`src/rtl/acs_pkg.sv`:
```
package acs_pkg;
  // which candidates take part in the selection
  typedef enum logic [1:0] {
    PICK_NONE = 2'd0,
    PICK_UP   = 2'd1,
    PICK_LO   = 2'd2,
    PICK_CMP  = 2'd3
  } pick_e;
endpackage

```
`src/rtl/acs_sat_add.sv`:
```
module acs_sat_add #(
  parameter int W = 6
) (
  input  logic signed [W-1:0] a,
  input  logic signed [W-1:0] b,
  output logic signed [W-1:0] s
);
  localparam logic signed [W-1:0] S_MAX = {1'b0, {(W-1){1'b1}}};
  localparam logic signed [W-1:0] S_MIN = {1'b1, {(W-1){1'b0}}};

  logic signed [W:0] wide;

  always_comb begin
    wide = {a[W-1], a} + {b[W-1], b};
    if (wide[W] != wide[W-1]) begin
      s = wide[W] ? S_MIN : S_MAX;   // clamp instead of wrap
    end else begin
      s = wide[W-1:0];
    end
  end
endmodule

```
`src/rtl/acs_pick.sv`:
```
module acs_pick
  import acs_pkg::*;
#(
  parameter int W = 6
) (
  input  logic signed [W-1:0] sum_up,
  input  logic signed [W-1:0] sum_lo,
  input  logic                v_up,
  input  logic                v_lo,
  output logic signed [W-1:0] win,
  output logic                dec,
  output logic                vld
);
  pick_e mode;

  always_comb begin
    unique case ({v_lo, v_up})
      2'b11:   mode = PICK_CMP;
      2'b01:   mode = PICK_UP;
      2'b10:   mode = PICK_LO;
      default: mode = PICK_NONE;
    endcase

    win = sum_up;
    dec = 1'b0;
    unique case (mode)
      PICK_CMP: begin
        if (sum_lo < sum_up) begin      // R1, tie keeps upper
          win = sum_lo;
          dec = 1'b1;
        end
      end
      PICK_LO: begin
        win = sum_lo;
        dec = 1'b1;
      end
      default: begin                    // PICK_UP and PICK_NONE
        win = sum_up;
        dec = 1'b0;
      end
    endcase

    vld = (mode != PICK_NONE) && win[W-1];   // zero purge limit
  end
endmodule

```
`src/rtl/acs_state_reg.sv`:
```
module acs_state_reg #(
  parameter int W        = 6,
  parameter int WIN      = 16,
  parameter int DELTA    = 2,
  parameter bit IS_START = 1'b0
) (
  input  logic                clk,
  input  logic                rst_n,
  input  logic                load_init,
  input  logic signed [W-1:0] win,
  input  logic                vld_d,
  input  logic                dec_d,
  output logic signed [W-1:0] pm_q,
  output logic                vld_q,
  output logic                dec_q,
  output logic                thr_q
);
  localparam int                  INIT_I  = IS_START ? -WIN : 0;
  localparam int                  THR_I   = DELTA - WIN;
  localparam logic signed [W-1:0] INIT_PM = INIT_I[W-1:0];
  localparam logic signed [W-1:0] THR_LVL = THR_I[W-1:0];

  logic signed [W-1:0] pm_n;
  logic                pm_en;
  logic                vld_n, dec_n, thr_n;

  // next-state logic
  always_comb begin
    if (load_init) begin
      pm_en = 1'b1;
      pm_n  = INIT_PM;
      vld_n = IS_START;
      dec_n = 1'b0;
      thr_n = 1'b0;
    end else begin
      pm_en = vld_d;                        // gate nonsurvivors
      pm_n  = win;
      vld_n = vld_d;
      dec_n = dec_d;
      thr_n = vld_d && (win < THR_LVL);
    end
  end

  // registers
  always_ff @(posedge clk or negedge rst_n) begin
    if (!rst_n) begin
      pm_q  <= INIT_PM;
      vld_q <= IS_START;
      dec_q <= 1'b0;
      thr_q <= 1'b0;
    end else begin
      if (pm_en) begin
        pm_q <= pm_n;
      end
      vld_q <= vld_n;
      dec_q <= dec_n;
      thr_q <= thr_n;
    end
  end

  p_hold_r5: assert property (@(posedge clk) disable iff (!rst_n)
    (!load_init && !vld_d) |=> $stable(pm_q));

  p_sign_r4: assert property (@(posedge clk) disable iff (!rst_n)
    vld_q |-> pm_q[W-1]);

  p_thr_r6: assert property (@(posedge clk) disable iff (!rst_n)
    thr_q |-> (vld_q && (pm_q < THR_LVL)));

  p_init_r10: assert property (@(posedge clk) disable iff (!rst_n)
    load_init |=> ((vld_q == IS_START) && (pm_q == INIT_PM) && !thr_q && !dec_q));
endmodule

```
`src/rtl/surv_acs_cell.sv`:
```
module surv_acs_cell #(
  parameter int W        = 6,
  parameter int WIN      = 16,
  parameter int DELTA    = 2,
  parameter bit IS_START = 1'b1
) (
  input  logic                clk,
  input  logic                rst_n,
  input  logic                load_init,
  input  logic signed [W-1:0] bm_up,
  input  logic signed [W-1:0] bm_lo,
  input  logic signed [W-1:0] pm_up,
  input  logic signed [W-1:0] pm_lo,
  input  logic                vld_up,
  input  logic                vld_lo,
  output logic signed [W-1:0] pm_out,
  output logic                vld_out,
  output logic                dec_out,
  output logic                thr_out
);
  localparam int NBR = 2;

  logic signed [W-1:0] bm_a  [NBR];
  logic signed [W-1:0] pm_a  [NBR];
  logic signed [W-1:0] sum_a [NBR];
  logic signed [W-1:0] win;
  logic                win_vld, win_dec;

  assign bm_a[0] = bm_up;
  assign bm_a[1] = bm_lo;
  assign pm_a[0] = pm_up;
  assign pm_a[1] = pm_lo;

  for (genvar g = 0; g < NBR; g++) begin : g_add
    acs_sat_add #(.W(W)) u_add (
      .a (pm_a[g]),
      .b (bm_a[g]),
      .s (sum_a[g])
    );
  end

  acs_pick #(.W(W)) u_pick (
    .sum_up (sum_a[0]),
    .sum_lo (sum_a[1]),
    .v_up   (vld_up),
    .v_lo   (vld_lo),
    .win    (win),
    .dec    (win_dec),
    .vld    (win_vld)
  );

  acs_state_reg #(
    .W(W), .WIN(WIN), .DELTA(DELTA), .IS_START(IS_START)
  ) u_state (
    .clk       (clk),
    .rst_n     (rst_n),
    .load_init (load_init),
    .win       (win),
    .vld_d     (win_vld),
    .dec_d     (win_dec),
    .pm_q      (pm_out),
    .vld_q     (vld_out),
    .dec_q     (dec_out),
    .thr_q     (thr_out)
  );

  p_none_r3: assert property (@(posedge clk) disable iff (!rst_n)
    (!vld_up && !vld_lo && !load_init) |=> (!vld_out && !dec_out));

  p_one_r2: assert property (@(posedge clk) disable iff (!rst_n)
    ((vld_up ^ vld_lo) && !load_init) |=> (dec_out == $past(vld_lo)));

  p_tie_r9: assert property (@(posedge clk) disable iff (!rst_n)
    (vld_up && vld_lo && !load_init && (pm_up == pm_lo) && (bm_up == bm_lo))
      |=> !dec_out);

  p_sat_hi_r8: assert property (@(posedge clk) disable iff (!rst_n)
    (vld_up && !vld_lo && !load_init && !pm_up[W-1] && !bm_up[W-1])
      |=> !vld_out);
endmodule

```
`config.mk`:
```
export PLATFORM = sky130hd
export DESIGN_NAME = surv_acs_cell
export DESIGN_NICKNAME = d
export VERILOG_FILES = /design/src/rtl/acs_pkg.sv /design/src/rtl/acs_sat_add.sv /design/src/rtl/acs_pick.sv /design/src/rtl/acs_state_reg.sv /design/src/rtl/surv_acs_cell.sv
export SDC_FILE = /design/constraint.sdc
export NUM_CORES = 1
export LEC_CHECK = 0
export ABC_AREA = 1
export BUFFER_PORTS_ARGS = -buffer_cell sky130_fd_sc_hd__buf_2
export CAP_MARGIN = 10
export CORE_MARGIN = 2
export CORE_UTILIZATION = 40
export DETAILED_ROUTE_END_ITERATION = 10
export PLACE_DENSITY = 0.66
export SLEW_MARGIN = 10
export SYNTH_ARGS = -nofsm -noshare
export SYNTH_HDL_FRONTEND = slang
export SYNTH_SLANG_ARGS = --single-unit
```
`constraint.sdc`:
```
create_clock -name clk -period 0.8 [get_ports clk]
set_input_delay 0.12 -clock clk [delete_from_list [all_inputs] [get_ports clk]]
set_output_delay 0.12 -clock clk [all_outputs]
set_load 0.01 [all_outputs]
```
==> results.ini, run 1 <==
[drt]
drc_errors = 0
route.antenna.remaining_nets = 0
via_per_inst = 4.89
dr.pass1.iters = 4
num_vias = 1956
drtIter0Drc = 51
drt_wl_total_mm = 4.79
wl_per_cell_um = 12.0

[global_routing]
grt_usage_pct = 23.4
antenna_found_initial = 0
grt_max_degree = 10
grt-ovfl-total = 0
grt_pass1_vias = 1837
grt_pass1_wl_mm = 7.82

[critical_path]
setup.worst_path.end_class = flip-flop
r2r_start = u_state.pm_q[5]
cp-endpoint = u_state.pm_q[4]
cp.arrival_ns = 2.88
critPathRequiredTime_ns = 1.00
max_stage_delay_ns = 0.36
cpMostUsedCell = nand2_2
cpMaxStageDelayCell = fa_2
cp-start-kind = input port
crit_fanout = 4
cp_cell_sequence = buf_6, ha_4, fa_2, nand4_1, nand3_1, nand2_1, nand2_2, inv_2, o21ai_0, nand2_2, inv_1, ha_2, a21oi_2, nor2_2, a211oi_2, buf_4, nand2_4, nand2_2, nand3_2, nand3_2, nand2_2, or2_1, nand2_1, inv_1
critPathLaunch = bm_lo[0]
crit_type = in2reg
ff2ff_path_depth = 2
r2r-end = u_state.pm_q[5]
r2r_slack_ns = 0

[die]
row_count = 21
dieHeight_um = 64.0
die_area_sq_mm = 0.00409
io_pins = 38
core_sq_mm = 0.00339
start_util_pct = 42.5
die_w_um = 64.0

[final_layout]
syn_to_final_growth_pct = 83.3
final_nets = 403
stdcell_count = 400
drive_gt1_share_pct = 54.5
antenna_cells = 0
finalInstanceArea_sq_mm = 0.00264

[power_and_ir_drop]
vdd_drop_max_uv = 730
powerDensity_mw_per_mm2 = 1640
p_leak_uw = 0.00147

[outcome]
violations = negative setup slack
status = complete, but fails checks

[placement]
gp_congestion = 0.852
place_ws_ns = -2.29
post_dp_cell_area_sq_mm = 0.00209
dp_hpwl_mm = 3.28
placedCellCount = 366
portBuffers = 37

[timing]
finalHoldViolCount = 0
relSlewSlack_pct = 75.7
tightest_slew_ns = 0.360
drv_slew = 0
setup_slack_ns = -1.89
rsz0062_at_grt = yes
post-route-period-util_pct = 336
max_freq_ghz = 0.372
final-setup-viol-count = 18
timing.hold.ws_ns = 0.159
period_needed_ns = 2.69
clock_skew_ns = 0

[min_path]
min_path_type = in2reg

[logic_synthesis]
ys_top_cells_by_count = nand2_1, inv_1, nand3_1, ha_1, nor2_1
yosysWarningCount = 0
synth_seq_cells = 9
syn-num-nets = 286
synth_edf_count = 0
yosysMostFrequentCell = nand2_1
ys_async_sr_fraction_pct = 100
syn_area_per_cell_sq_um = 6.05
ys_types = 28
syn_inst = 238
ys.flop_type = dfrtp_1
synthTopCellsByArea = nand2_1, ha_1, dfrtp_1, inv_1, nand3_1
synth_area_sq_mm = 0.00144
synth_top_cell_area_share_pct = 20.1
yosysTopAreaCell = nand2_1
synth_seq_area_share_pct = 15.9

[clock_network]
cts_root_buf = clkbuf_4
clk_latency_ns = 0.25
cts_buffers = 3
cts.sink_count = 9
htree_levels = 1
clk_pin_slew_worst_paths_ns = 0.06
cts_tree = built
cts_max_path_buffers = 2

[run]
drv_cap = 0

-- placed cells by master (no fill, tap or decap), types with 7 or more instances in the layout --
| master | synthesis | final |
|---|---|---|
| nand2_2 | 10 | 25 |
| buf_4 | 1 | 73 |
| buf_2 | 0 | 32 |
| nand2_1 | 77 | 55 |
| inv_1 | 38 | 33 |
| nor2_1 | 15 | 12 |
| nand3_2 | 2 | 9 |
| nand3_1 | 23 | 16 |
| buf_6 | 0 | 7 |
| o21ai_0 | 10 | 7 |
| nand2_4 | 0 | 7 |
| ha_4 | 0 | 11 |
-- what timing repair did --
item | CTS | global route
endpoints found under the setup margin | 18 | 18
setup buffers | 27 | 2
hold buffers | 1 | 0
cloned | 0 | 0
gates resized for setup | 32 | 29
hold endpoints to repair | 9 | 0
pin swaps | 26 | 7
-- logic make-up (layout without fill, tap and decap cells) --
group	Yosys count	after routing	share of synthesized area [%]
AOI/OAI and AO/OA	26	26	10.0
xor gates and xnor gates	3	3	1.83
adders and majority gates	19	19	17.6
buffers and inverters	39	155	10.4
DFF	9	9	15.9
and+or+nand+nor	142	142	44.3
-- critical path: cells and delay by family --
family	cells	cell delay [ns]
AND/OR/NAND/NOR	13	1.22
adder cells (fa/ha/maj)	3	0.69
buffers and inverters	5	0.45
AO/OA/AOI/OAI	3	0.38
-- worst min-delay path by stage --
stage | cells after the start | start | endpoint | slack (ns)
floorplan | 0 | rst_n | u_state.dec_q | -0.18
global placement | 1 | rst_n | u_state.pm_q[2] | -0.03
detailed placement | 1 | rst_n | u_state.dec_q | -0.02
CTS | 3 | vld_lo | u_state.dec_q | 0.14
global route | 3 | vld_lo | u_state.dec_q | 0.17
finish | 3 | vld_lo | u_state.dec_q | 0.16
-- state kept, by name (all words and copies together), names as in the netlist --
name and flops:
u_state.vld_q 1, u_state.pm_q 6, u_state.thr_q 1, u_state.dec_q 1
-- per-layer routing --
metal  vias up  GRT usage [%]  wire length (um)
met2        54           43.9              2460
met1       883           27.5              2030
met5         -              0                 0
li1       1003              -                 -
met4         0           8.42               136
met3        16           1.76               162
-- where the power goes --
group | total [uW] | internal (uW) | switching, uW
Sequential | 549 | 525 | 23.5
Combinational | 3440 | 1680 | 1750
Clock | 338 | 191 | 146
-- area by class of cell --
type	count	area (sq um)
inverter	38	143
fill	234	752
multi-input combinational	190	1390
tap	46	57.6
clock buffer	4	26.3
timing repair buffer	113	797
sequential	9	229
-- through the flow --
step           TNS, ns  utilization (%)  power, uW
6_report        -17.24             77.8       4330
5_1_grt         -19.05             77.8       4670
4_1_cts         -16.52             73.0       3890
3_5_place_dp    -19.80             61.8       2970
3_3_place_gp    -19.47             61.8       2950
2_1_floorplan   -16.49                -       2030
Note: power is estimated with default switching activity, not from simulation.
==> run 2, diff against run 1 <==
- MAX_ROUTING_LAYER: unset -> met4
==> run 2 against run 1 <==
The flow still finishes with violations (negative setup slack). Power hardly changed. Worst hold slack hardly changed. Combinational power hardly changed. Register-to-register slack hardly changed. Non-clock buffer count stayed put. Setup slack worse by 0.00052 ns. Clock power hardly changed. Sequential cell count stayed put. Fmax hardly changed. Final area stayed put. Critical path type unchanged.
==> results.ini, run 2 (synthesized netlist as in run 1, its figures left out) <==
[power_and_ir_drop]
vdd_drop_max_uv = 730  ; about the same
finalPower_uw = 4330  ; about the same
p_leak_uw = 0.00147  ; unchanged
powerDensity_mw_per_mm2 = 1640  ; about the same

[critical_path]
cpMaxStageDelayCell = fa_2
critPathRequiredTime_ns = 1.00  ; about the same
cp-start-kind = input port
crit_fanout = 4  ; unchanged
cpMostUsedCell = nand2_2
worst-path-buf-inv = 5  ; unchanged
max_stage_delay_ns = 0.36  ; about the same
cp.arrival_ns = 2.88  ; about the same
critPathTopFamily = simple AND/OR/NAND/NOR gates
crit_type = in2reg
cp_cell_sequence = buf_6, ha_4, fa_2, nand4_1, nand3_1, nand2_1, nand2_2, inv_2, o21ai_0, nand2_2, inv_1, ha_2, a21oi_2, nor2_2, a211oi_2, buf_4, nand2_4, nand2_2, nand3_2, nand3_2, nand2_2, or2_1, nand2_1, inv_1
setup.worst_path.end_class = flip-flop

[clock_network]
cts_tree = built
cts_buffers = 3  ; unchanged
cts.sink_count = 9  ; unchanged
cts_max_path_buffers = 2  ; unchanged
htree_levels = 1  ; unchanged
cts_root_buf = clkbuf_4
clk_latency_ns = 0.25  ; about the same
clk_pin_slew_worst_paths_ns = 0.06  ; about the same

[timing]
clock_skew_ns = 0  ; unchanged
drv_slew = 0  ; unchanged
finalHoldViolCount = 0  ; unchanged
post-route-period-util_pct = 336  ; about the same
tightest_slew_ns = 0.360  ; unchanged
relSlewSlack_pct = 75.7  ; unchanged
rsz0062_at_grt = yes
setup_slack_ns = -1.89  ; -0.000520 ns
max_freq_ghz = 0.372  ; about the same
final-setup-viol-count = 18  ; unchanged
timing.hold.ws_ns = 0.159  ; -0.000278 ns
period_needed_ns = 2.69  ; +0.000520 ns

[global_routing]
grt_pass1_vias = 1840  ; +0.16%
grt-ovfl-total = 0  ; unchanged
antenna_found_initial = 0  ; unchanged
grt_pass1_wl_mm = 7.82  ; unchanged
grt_usage_pct = 24.1  ; +0.64 points
grt_max_degree = 10  ; unchanged

[die]
io_pins = 38  ; unchanged
die_w_um = 64.0  ; unchanged
start_util_pct = 42.5  ; unchanged
row_count = 21  ; unchanged
core_sq_mm = 0.00339  ; unchanged
dieHeight_um = 64.0  ; unchanged
die_area_sq_mm = 0.00409  ; unchanged

[placement]
dp_hpwl_mm = 3.28  ; unchanged
portBuffers = 37  ; unchanged
post_dp_cell_area_sq_mm = 0.00209  ; unchanged
gp_congestion = 0.865  ; +1.6%
placedCellCount = 366  ; unchanged

[drt]
via_per_inst = 4.89  ; about the same
dr.pass1.iters = 4  ; unchanged
route.antenna.remaining_nets = 0  ; unchanged
drt_wl_total_mm = 4.79  ; unchanged
drc_errors = 0  ; unchanged
num_vias = 1957  ; +0.051%
drtIter0Drc = 58  ; +14%
wl_per_cell_um = 12.0  ; unchanged

[min_path]
min_path_type = in2reg

[final_layout]
layout_common_cells = buf_4, nand2_1, inv_1
final_common_cell = buf_4
max_flop_register = u_state.pm_q
antenna_cells = 0  ; unchanged
syn_to_final_growth_pct = 83.3  ; unchanged
largest_reg_flops = 6  ; unchanged
finalInstanceArea_sq_mm = 0.00264  ; unchanged
stdcell_count = 400  ; unchanged
drive_gt1_share_pct = 54.5  ; unchanged
n_fill_cell = 234  ; unchanged
final_nets = 403  ; unchanged

[outcome]
status = complete, but fails checks
violations = negative setup slack

[run]
drv_cap = 0  ; unchanged

[run 2: cell counts in the layout (fill, tap and decap cells not counted)]
No cell type changed its count.
[run 2: layout make-up]
cell class | count | area, sq um | share of cell area [%]
Multi-Input combinational cell | 190 | 1390 | 52.5
Timing Repair Buffer | 113 | 797 | 30.2
Sequential cell | 9 | 229 | 8.68
Inverter | 38 | 143 | 5.41
Tap cell | 46 | 57.6 | 2.18
Clock buffer | 4 | 26.3 | 0.996
[run 2: power by group]
part           total [uW]  switching (uW)  internal [uW]
Sequential            549            23.5            525
Clock                 339             147            191
Combinational        3440            1750           1680
Total                4330            1930           2400
[run 2: path summary, 6_finish.rpt]
path                                      start               to  slack, ns  cells after the start
worst max-delay path                   bm_lo[0]  u_state.pm_q[4]      -1.89                     24
worst min-delay path                     vld_lo    u_state.dec_q       0.16                      3
worst max register to register  u_state.pm_q[5]  u_state.pm_q[5]          0                      2
worst min register to register  u_state.pm_q[1]  u_state.pm_q[1]       0.50                      2
max in group asynchronous                 rst_n  u_state.pm_q[4]       0.32                      2
min in group asynchronous                 rst_n  u_state.pm_q[2]       0.24                      2
[run 2: repair_timing]
| item | CTS | global route |
|---|---|---|
| gates resized for setup | 32 | 29 |
| hold buffers | 1 | 0 |
| endpoints found under the setup margin | 18 | 18 |
| buffers inserted | 27 | 2 |
| hold endpoints to repair | 9 | 0 |
| pin swaps | 26 | 7 |
| gates cloned | 0 | 0 |
[run 2: worst min-delay path: cells and delay by family]
| family | cells | cell delay [ns] |
|---|---|---|
| AO/OA/AOI/OAI | 1 | 0.09 |
| buffers and inverters | 2 | 0.16 |
[run 2: routing by layer]
metal  vias up  part of all wire, %  GRT usage [%]
met2        53                   51           43.9
met1       881                   42           27.5
met4         0                  3.0           8.42
li1       1005                    -              -
met5         -                    0              -
met3        18                  3.7           1.76
[run 2: stage by stage]
step / TNS [ns] / worst slack (ns) / util [%]
floorplan: -16.49 / -1.92 / -
global placement: -19.47 / -2.26 / 61.8
detailed placement: -19.80 / -2.29 / 61.8
CTS: -16.52 / -1.78 / 73.0
global route: -19.05 / -2.08 / 77.8
finish: -17.24 / -1.89 / 77.8
